--- src/rtl/lane_alu_pkg.sv ---
package lane_alu_pkg;
  localparam int unsigned OP_W  = 8;
  localparam int unsigned MOD_W = 4;

  localparam logic [OP_W-1:0] OP_ADD   = 8'h00;
  localparam logic [OP_W-1:0] OP_SUB   = 8'h01;
  localparam logic [OP_W-1:0] OP_MULLO = 8'h02;
  localparam logic [OP_W-1:0] OP_MULHI = 8'h03;
  localparam logic [OP_W-1:0] OP_NEG   = 8'h07;
  localparam logic [OP_W-1:0] OP_ABS   = 8'h08;
  localparam logic [OP_W-1:0] OP_SMIN  = 8'h09;
  localparam logic [OP_W-1:0] OP_SMAX  = 8'h0A;
  localparam logic [OP_W-1:0] OP_CLAMP = 8'h0B;
  localparam logic [OP_W-1:0] OP_UMIN  = 8'h0C;
  localparam logic [OP_W-1:0] OP_UMAX  = 8'h0D;
  localparam logic [OP_W-1:0] OP_AND   = 8'h20;
  localparam logic [OP_W-1:0] OP_OR    = 8'h21;
  localparam logic [OP_W-1:0] OP_XOR   = 8'h22;
  localparam logic [OP_W-1:0] OP_NOT   = 8'h23;
  localparam logic [OP_W-1:0] OP_SHIFT = 8'h24;
  localparam logic [OP_W-1:0] OP_BITS  = 8'h25;
  localparam logic [OP_W-1:0] OP_SCMP  = 8'h28;
  localparam logic [OP_W-1:0] OP_UCMP  = 8'h29;

  typedef enum logic [1:0] {
    UNIT_NONE  = 2'd0,
    UNIT_ARITH = 2'd1,
    UNIT_BITS  = 2'd2,
    UNIT_CMP   = 2'd3
  } unit_e;
endpackage

--- src/rtl/lane_alu_decode.sv ---
module lane_alu_decode
  import lane_alu_pkg::*;
(
  input  logic [OP_W-1:0]  opcode_i,
  input  logic [MOD_W-1:0] modifier_i,
  output unit_e            unit_o,
  output logic             legal_o
);
  always_comb begin
    unit_o  = UNIT_NONE;
    legal_o = 1'b0;
    unique case (opcode_i)
      OP_ADD, OP_SUB, OP_MULLO, OP_MULHI, OP_NEG, OP_ABS,
      OP_SMIN, OP_SMAX, OP_CLAMP, OP_UMIN, OP_UMAX: begin
        unit_o  = UNIT_ARITH;
        legal_o = 1'b1;
      end
      OP_AND, OP_OR, OP_XOR, OP_NOT: begin
        unit_o  = UNIT_BITS;
        legal_o = 1'b1;
      end
      OP_SHIFT, OP_BITS: begin
        unit_o  = UNIT_BITS;
        legal_o = (modifier_i <= MOD_W'(2));
      end
      OP_SCMP: begin
        unit_o  = UNIT_CMP;
        legal_o = (modifier_i <= MOD_W'(5));
      end
      OP_UCMP: begin
        unit_o  = UNIT_CMP;
        legal_o = (modifier_i <= MOD_W'(1));
      end
      default: begin
        unit_o  = UNIT_NONE;
        legal_o = 1'b0;
      end
    endcase
  end
endmodule

--- src/rtl/lane_alu_arith.sv ---
module lane_alu_arith
  import lane_alu_pkg::*;
#(
  parameter int unsigned DATA_W = 32
) (
  input  logic [OP_W-1:0]   opcode_i,
  input  logic [DATA_W-1:0] a_i,
  input  logic [DATA_W-1:0] b_i,
  input  logic [DATA_W-1:0] c_i,
  output logic [DATA_W-1:0] res_o
);
  localparam int unsigned PROD_W = 2 * DATA_W;

  logic signed [PROD_W-1:0] prod;
  logic                     a_lt_b_s, a_gt_c_s, a_lt_b_u;

  assign prod     = PROD_W'($signed(a_i)) * PROD_W'($signed(b_i));
  assign a_lt_b_s = $signed(a_i) < $signed(b_i);
  assign a_gt_c_s = $signed(a_i) > $signed(c_i);
  assign a_lt_b_u = a_i < b_i;

  always_comb begin
    res_o = '0;
    unique case (opcode_i)
      OP_ADD:   res_o = a_i + b_i;
      OP_SUB:   res_o = a_i - b_i;
      OP_MULLO: res_o = prod[DATA_W-1:0];
      OP_MULHI: res_o = prod[PROD_W-1:DATA_W];
      OP_NEG:   res_o = '0 - a_i;
      OP_ABS:   res_o = a_i[DATA_W-1] ? ('0 - a_i) : a_i;
      OP_SMIN:  res_o = a_lt_b_s ? a_i : b_i;
      OP_SMAX:  res_o = a_lt_b_s ? b_i : a_i;
      OP_UMIN:  res_o = a_lt_b_u ? a_i : b_i;
      OP_UMAX:  res_o = a_lt_b_u ? b_i : a_i;
      OP_CLAMP: res_o = a_lt_b_s ? b_i : (a_gt_c_s ? c_i : a_i);
      default:  res_o = '0;
    endcase
  end
endmodule

--- src/rtl/lane_alu_bits.sv ---
module lane_alu_bits
  import lane_alu_pkg::*;
#(
  parameter int unsigned DATA_W = 32
) (
  input  logic [OP_W-1:0]   opcode_i,
  input  logic [MOD_W-1:0]  modifier_i,
  input  logic [DATA_W-1:0] a_i,
  input  logic [DATA_W-1:0] b_i,
  output logic [DATA_W-1:0] res_o
);
  localparam int unsigned SH_W  = $clog2(DATA_W);
  localparam int unsigned CNT_W = $clog2(DATA_W + 1);

  logic [SH_W-1:0]   sh_amt;
  logic [CNT_W-1:0]  pop_cnt;
  logic [DATA_W-1:0] msb_idx;
  logic [DATA_W-1:0] rev;

  assign sh_amt = b_i[SH_W-1:0];

  genvar gi;
  generate
    for (gi = 0; gi < DATA_W; gi++) begin : g_rev
      assign rev[gi] = a_i[DATA_W-1-gi];
    end
  endgenerate

  always_comb begin
    pop_cnt = '0;
    for (int i = 0; i < DATA_W; i++) pop_cnt = pop_cnt + CNT_W'(a_i[i]);
  end

  // lowest-to-highest scan: last hit is the top set bit
  always_comb begin
    msb_idx = '1;
    for (int i = 0; i < DATA_W; i++) if (a_i[i]) msb_idx = DATA_W'(i);
  end

  always_comb begin
    res_o = '0;
    unique case (opcode_i)
      OP_AND: res_o = a_i & b_i;
      OP_OR:  res_o = a_i | b_i;
      OP_XOR: res_o = a_i ^ b_i;
      OP_NOT: res_o = ~a_i;
      OP_SHIFT: begin
        case (modifier_i)
          4'd0:    res_o = a_i << sh_amt;
          4'd1:    res_o = a_i >> sh_amt;
          4'd2:    res_o = $unsigned($signed(a_i) >>> sh_amt);
          default: res_o = '0;
        endcase
      end
      OP_BITS: begin
        case (modifier_i)
          4'd0:    res_o = DATA_W'(pop_cnt);
          4'd1:    res_o = msb_idx;
          4'd2:    res_o = rev;
          default: res_o = '0;
        endcase
      end
      default: res_o = '0;
    endcase
  end
endmodule

--- src/rtl/lane_alu_cmp.sv ---
module lane_alu_cmp
  import lane_alu_pkg::*;
#(
  parameter int unsigned DATA_W = 32
) (
  input  logic [OP_W-1:0]   opcode_i,
  input  logic [MOD_W-1:0]  modifier_i,
  input  logic [DATA_W-1:0] a_i,
  input  logic [DATA_W-1:0] b_i,
  output logic              flag_o
);
  logic eq, slt, ult;

  assign eq  = (a_i == b_i);
  assign slt = $signed(a_i) < $signed(b_i);
  assign ult = a_i < b_i;

  always_comb begin
    flag_o = 1'b0;
    if (opcode_i == OP_SCMP) begin
      case (modifier_i)
        4'd0:    flag_o = eq;
        4'd1:    flag_o = !eq;
        4'd2:    flag_o = slt;
        4'd3:    flag_o = slt | eq;
        4'd4:    flag_o = !(slt | eq);
        4'd5:    flag_o = !slt;
        default: flag_o = 1'b0;
      endcase
    end else if (opcode_i == OP_UCMP) begin
      case (modifier_i)
        4'd0:    flag_o = ult;
        4'd1:    flag_o = ult | eq;
        default: flag_o = 1'b0;
      endcase
    end
  end
endmodule

--- src/rtl/lane_int_alu.sv ---
module lane_int_alu
  import lane_alu_pkg::*;
#(
  parameter int unsigned DATA_W = 32
) (
  input  logic              clk_i,
  input  logic              rst_ni,
  input  logic              valid_i,
  input  logic [7:0]        opcode_i,
  input  logic [3:0]        modifier_i,
  input  logic [DATA_W-1:0] src_a_i,
  input  logic [DATA_W-1:0] src_b_i,
  input  logic [DATA_W-1:0] src_c_i,
  input  logic              pred_i,
  input  logic              pred_neg_i,
  input  logic              pred_en_i,
  output logic              valid_o,
  output logic [DATA_W-1:0] result_o,
  output logic              rd_we_o,
  output logic              pred_o,
  output logic              pred_we_o,
  output logic              illegal_o
);
  unit_e             unit;
  logic              legal, lane_on, do_write;
  logic [DATA_W-1:0] arith_res, bits_res, sel_res;
  logic              cmp_flag;

  lane_alu_decode u_dec (
    .opcode_i  (opcode_i),
    .modifier_i(modifier_i),
    .unit_o    (unit),
    .legal_o   (legal)
  );

  lane_alu_arith #(.DATA_W(DATA_W)) u_arith (
    .opcode_i(opcode_i),
    .a_i     (src_a_i),
    .b_i     (src_b_i),
    .c_i     (src_c_i),
    .res_o   (arith_res)
  );

  lane_alu_bits #(.DATA_W(DATA_W)) u_bits (
    .opcode_i  (opcode_i),
    .modifier_i(modifier_i),
    .a_i       (src_a_i),
    .b_i       (src_b_i),
    .res_o     (bits_res)
  );

  lane_alu_cmp #(.DATA_W(DATA_W)) u_cmp (
    .opcode_i  (opcode_i),
    .modifier_i(modifier_i),
    .a_i       (src_a_i),
    .b_i       (src_b_i),
    .flag_o    (cmp_flag)
  );

  assign lane_on  = !pred_en_i || (pred_i ^ pred_neg_i);
  assign do_write = valid_i && legal && lane_on;

  always_comb begin
    unique case (unit)
      UNIT_ARITH: sel_res = arith_res;
      UNIT_BITS:  sel_res = bits_res;
      default:    sel_res = '0;
    endcase
  end

  always_ff @(posedge clk_i or negedge rst_ni) begin
    if (!rst_ni) begin
      valid_o   <= 1'b0;
      result_o  <= '0;
      rd_we_o   <= 1'b0;
      pred_o    <= 1'b0;
      pred_we_o <= 1'b0;
      illegal_o <= 1'b0;
    end else begin
      valid_o   <= valid_i;
      illegal_o <= valid_i && !legal;
      rd_we_o   <= do_write && (unit != UNIT_CMP);
      pred_we_o <= do_write && (unit == UNIT_CMP);
      pred_o    <= do_write && (unit == UNIT_CMP) && cmp_flag;
      result_o  <= (do_write && (unit != UNIT_CMP)) ? sel_res : '0;
    end
  end
endmodule

--- config.mk ---
export PLATFORM = sky130hd
export DESIGN_NAME = lane_int_alu
export DESIGN_NICKNAME = d
export VERILOG_FILES = /design/src/rtl/lane_alu_pkg.sv /design/src/rtl/lane_alu_decode.sv /design/src/rtl/lane_alu_arith.sv /design/src/rtl/lane_alu_bits.sv /design/src/rtl/lane_alu_cmp.sv /design/src/rtl/lane_int_alu.sv
export SDC_FILE = /design/constraint.sdc
export NUM_CORES = 2
export LEC_CHECK = 0
export BUFFER_PORTS_ARGS = -buffer_cell sky130_fd_sc_hd__buf_2
export CORE_MARGIN = 8
export CORE_UTILIZATION = 55
export DETAILED_ROUTE_END_ITERATION = 10
export GPL_TIMING_DRIVEN = 1
export PLACE_DENSITY = 0.78
export SETUP_SLACK_MARGIN = 0.4
export SLEW_MARGIN = 20
export SYNTH_ARGS = -nofsm -noshare
export SYNTH_HDL_FRONTEND = slang
export SYNTH_HIERARCHICAL = 1
export SYNTH_SLANG_ARGS = --single-unit
--- constraint.sdc ---
create_clock -name clk_i -period 0.85 [get_ports clk_i]
set_input_delay 0.1275 -clock clk_i [delete_from_list [all_inputs] [get_ports clk_i]]
set_output_delay 0.1275 -clock clk_i [all_outputs]
set_load 0.1 [all_outputs]
==> Yosys cells after proc, flatten, opt, wreduce, memory -nomap -nowiden <==
Index checks and enable logic that the tools add are counted.
{ "word_totals": {"ff_bits": 37, "latch_bits": 0, "ramBits": 0, "rom_bits": 0, "in_bits": 114, "output_inout_bits": 37, "wordCells": 155, "n_memories": 0} }
{ "op_classes": {"n_addsub": 34, "mul": 1, "div": 0, "order_cmp": 6, "n_eq_ne": 28, "shifts": 3, "n_mux": 51, "n_bitwise": 7, "reduce_logical": 19} }
{ "ops": {"columns": ["op", "n"], "rows": [
  ["$mux W32", 40],
  ["$pmux W32 S11", 1],
  ["$pmux W32 S3", 2],
  ["$pmux W32 S6", 1],
  ["$add A6 B1 Y6", 30],
  ["$eq A8 B6 Y1 const B", 8],
  ["$lt A32 B32 Y1", 2],
  ["$mul A32 B32 Y64", 1],
  ["$pmux W32 S2", 1],
  ["$eq A8 B4 Y1 const B", 6],
  ["$add A32 B32 Y32", 1],
  ["$and A32 B32 Y32", 1],
  ["$eq A32 B32 Y1", 1],
  ["$gt A32 B32 Y1", 1],
  ["$not A32 Y32", 1],
  ["$or A32 B32 Y32", 1],
  ["$shl A32 B5 Y32", 1],
  ["$shr A32 B5 Y32", 1],
  ["$sshr A32 B5 Y32", 1],
  ["$sub A1 B32 Y32 const A", 1],
  ["$sub A32 B32 Y32", 1],
  ["$xor A32 B32 Y32", 1],
  ["$eq A8 B2 Y1 const B", 2],
  ["$reduce_or A15 Y1", 1],
  ["27 further kinds", 42]
]} }

==> Longest topological paths before layout <==
{ "depth": {"word_depth": 36, "ltp_mapped": 33, "mapped_depth_nobuf": 30} }

==> Hierarchy <==
Netlist, hierarchy kept.
{ "by_module_without_submodules": {"columns": ["mod", "n_inst", "cells_each", "area_per_inst_um2", "seq_area_each_um2"], "rows": [
  ["lane_alu_arith", 1, 4893, 42628.4, 0.0],
  ["lane_alu_bits", 1, 1022, 8187.9, 0.0],
  ["lane_int_alu", 1, 132, 1692.9, 925.9],
  ["lane_alu_cmp", 1, 131, 929.6, 0.0],
  ["lane_alu_decode", 1, 21, 135.1, 0.0]
]} }

==> Least setup slack after synthesis <==
No wires, ideal clock.
{ "synth_path": {"path_kind": "input to register", "start": "in src_a_i[31]", "end": "reg result_o[30]", "setup_ns": 0.151, "arrival_time_ns": 8.178, "t_required_ns": 0.699, "slack_ns": -7.479, "stages": 33, "path_buffers": 3, "path_cell_list": "clkbuf_1 > buf_1 > nand2_1 > inv_1 > fa_1 > inv_1 > fa_1 > inv_1 > fa_1 > fa_1 > inv_1 > fa_1 > inv_1 > fa_1 > inv_1 > fa_1 > inv_1 > fa_1 > ha_1 > clkbuf_1 > a21o_1 > a21oi_1 > nor2b_1 > nor4_1 > o41ai_1 > mux2_2 > o221ai_1 > a21oi_1 > o221ai_1 > a221oi_1 > nand3_1 > a22oi_1 > a211oi_1"} }
{ "synth_via": {"elab_chain_cells": 6, "elab_cells_between_ends": 21, "classes_between": "mul: 1; order compare: 3; shift: 3; mux: 14"} }
{ "synth_lines": {"columns": ["element", "line_no", "rtl"], "rows": [
  ["from (decl)", "lane_int_alu.sv:11", "input logic [DATA_W-1:0] src_a_i,"],
  ["parallel branches: the longest is 3 deep, another holds $mul A32 B32 Y64", null, null],
  ["$pmux W32 S11 (*)", "lane_alu_arith.sv:24", "unique case (opcode_i)"],
  ["net arith_res[30]", "lane_int_alu.sv:26", "logic [DATA_W-1:0] arith_res, bits_res, sel_res;"],
  ["$pmux W32 S2 (*)", "lane_int_alu.sv:64", "unique case (unit)"],
  ["$mux W32 (*)", "lane_int_alu.sv:85", "result_o <= (do_write && (unit != UNIT_CMP)) ? sel_res : '0;"],
  ["to (signal assigned)", "lane_int_alu.sv:85", null],
  ["to (decl)", "lane_int_alu.sv:18", "output logic [DATA_W-1:0] result_o,"]
]} }
Mark *: on every way through the listed nets, which the timed path passes.

==> Final worst setup path <==
{ "layout_path": {"start": "in src_a_i[11]", "end": "reg result_o[20]"} }
Same word-level chain as after synthesis.

==> results.yml <==
sta:
  max_freq_ghz: 0.1289
  min_period_ns: 7.755
  slew_headroom_pct: 40.25
  hold_violations: 37
  drv_slew: 0
  rsz0062_at_grt: "true"
  setup_tns_ns: -226.65
  fin_hold_ws_ns: -0.3284
  worstMarginPinSlew_ns: 0.8899
  setup-violations-final: 73
  setup_ws_ns: -6.905
  final.period_utilization_pct: 912.4
floorplanning:
  rows: 114
  coreArea_um2: 96570
  fp.dieH_um: 328.1
  start_util_pct: 55.48
  io-pin-count: 151
  dieArea_um2: 107700
  dieWidth_um: 328.1
layout:
  syn2layout_area_growth_pct: 32.08
  layout_commonest_cell: "buf_4"
  mostFrequentLayoutCells: "1247 x buf_4, 1157 x inv_1, 1029 x fa_1, 681 x nand2_1, 428 x and2_1"
  num-fill-cells: 6770
  multi_input_area_um2: 48540
  register_area_um2: 1065
  fin_cells: 8683
  layout.nets: 9006
  drive_gt1_share_pct: 30.31
worst_setup_path:
  startpoint_type: "input port"
  arrival_ns: 7.93
  cp.required_ns: 1.02
  cpPeakStageDelay_ns: 0.56
  cp_max_fo: 6
  path_class: "input port to flop"
  path_common_cell: "fa_1"
  slowest_stage: "fa_1"
  crit_path_end_kind: "flop"
placed_design:
  dpl.hpwl_um: 198700
  port_buffers: 150
  pre_cts_slack_ns: -7.644
  globalplace.congestion: 1.062
  dp_cells: 8561
grt:
  grt_use_total_pct: 45.92
  gr-total-overflow: 0
  grt_pass1_wl_um: 368600
  antenna_found_initial: 16
  grt_pass1_vias: 57900
  grt_max_degree: 57
drt:
  drtIter0Drc: 6901
  drt-met1-wl_um: 88720
  drtAntennaViolNets: 0
  top_layer_used: "met5"
  wl_met3_um: 34240
  num_vias: 54680
  wirelength_um: 256600
  wl_met2_um: 109600
  via_per_inst: 6.297
  wire_per_inst_um: 29.55
  drcViolationCount: 0
  first_pass_iters: 7
synth:
  synth.top_cell.area_share_pct: 41.40
  ys_seq_area_share_pct: 1.728
  ys_seq_elements: 37
  ys.warnings.count: 6
  synth_edf_count: 0
  synth_area_leaders: "fa_1 41%, ha_1 9.1%, inv_1 8.4%"
  syn_area_um2: 53570
  synth_ff_type: "dfrtp_1"
  postSynthAreaPerCell_um2: 8.642
  synth_fp_nets: 7812
  ys_types: 108
  syn_inst: 6199
  yosys.area.top_type: "fa_1"
  synthArstFlopShare_pct: 100.0
clock_network:
  htree_levels: 2
  cts_tree: "done"
  numClockSinks: 37
  numCtsBuffers: 5
  root_buffer: "clkbuf_16"
  clkTransAtPathRegs_ns: 0.06
  ctsLongestPathBuffers: 2
min_path:
  hold_class: "input port to asynchronous set/reset pin"
outcome:
  status: "finished with violations"
  violations: "hold timing, setup timing"
run:
  cap_viol_max_count: 0
[worst max-delay path: cells and delay by family]
family	cells	cell delay, ns
compound gates	9	1.62
xor+xnor	1	0.21
buf+inv	8	0.92
simple gates	4	0.80
fa+ha+maj	9	4.20
[kinds of logic (layout without fill, tap and decap cells)]
| logic type | after synthesis | after routing | share of synthesized area, % |
|---|---|---|---|
| other | 0 | 13 | 0 |
| adders and majority gates | 1500 | 1500 | 50.55 |
| buffers and inverters | 1622 | 2817 | 11.69 |
| and+or+nand+nor | 1793 | 1793 | 16.48 |
| xor gates and xnor gates | 104 | 104 | 1.714 |
| AOI/OAI and AO/OA | 949 | 949 | 12.10 |
| muxes | 194 | 194 | 5.738 |
| DFF | 37 | 37 | 1.728 |
[cell type report]
class	instances	share of cell area, %
diodes	13	0.04597
clock buffers	5	0.1768
clock inverters	3	0.09725
inverters	1211	6.493
multi-input cells	4540	68.60
flip-flops and latches	37	1.505
well taps	1276	2.256
repair buffers	1598	20.83
[cells in the mapped netlist, drive strengths merged (26+ instances only)]
cell,instances
mux2i,72
a21oi,244
a221oi,40
and3,29
fa,1108
a22oi,47
mux4,87
o21ai,171
and2,463
nor2,260
dfrtp,37
nand3,61
a21o,64
nor3,69
nand2b,26
xor2,29
inv,1207
xnor2,75
nand2,699
mux2,35
a211oi,76
clkbuf,318
buf,93
nand4,35
o211ai,36
nor4,35
ha,391
[flip-flops by register name (all words and copies together), names as in the netlist]
signal     cells
illegal_o      1
pred_o         1
rd_we_o        1
result_o      32
valid_o        1
pred_we_o      1
[metal layers]
| metal | vias to the layer above | track usage [%] |
|---|---|---|
| li1 | 22160 | - |
| met4 | 16 | 32.25 |
| met1 | 26980 | 55.98 |
| met5 | - | 0 |
| met2 | 4183 | 68.76 |
| met3 | 1334 | 14.88 |
[path summary, 6_finish.rpt]
| path | slack, ns | end | startpoint | cells after the start |
|---|---|---|---|---|
| worst min-delay path | -0.33 | result_o[5]$_DFF_PN0_ | rst_ni | 1 |
| min in group clk_i | 0.11 | valid_o$_DFF_PN0_ | valid_i | 2 |
| max in group asynchronous | 0.72 | result_o[20]$_DFF_PN0_ | rst_ni | 2 |
| worst max-delay path | -6.90 | result_o[20]$_DFF_PN0_ | src_a_i[11] | 31 |
[stage by stage]
stage	util (%)	cell area [µm²]
2_1_floorplan	-	54950
4_1_cts	71.82	69360
3_5_place_dp	69.10	66720
5_1_grt	73.26	70740
6_report	73.28	70760
3_3_place_gp	69.10	66720
[timing repair]
action | CTS | global route
gates cloned | 13 | 6
setup buffers | 51 | 31
pin swaps | 229 | 200
setup endpoints to repair | 73 | 73
gates resized for setup | 421 | 249
endpoints found under the hold margin | 37 | 37
Power is left out: the tool's default activity adds up to more than one toggle a clock period on the data nets, which glitch-free logic cannot reach.
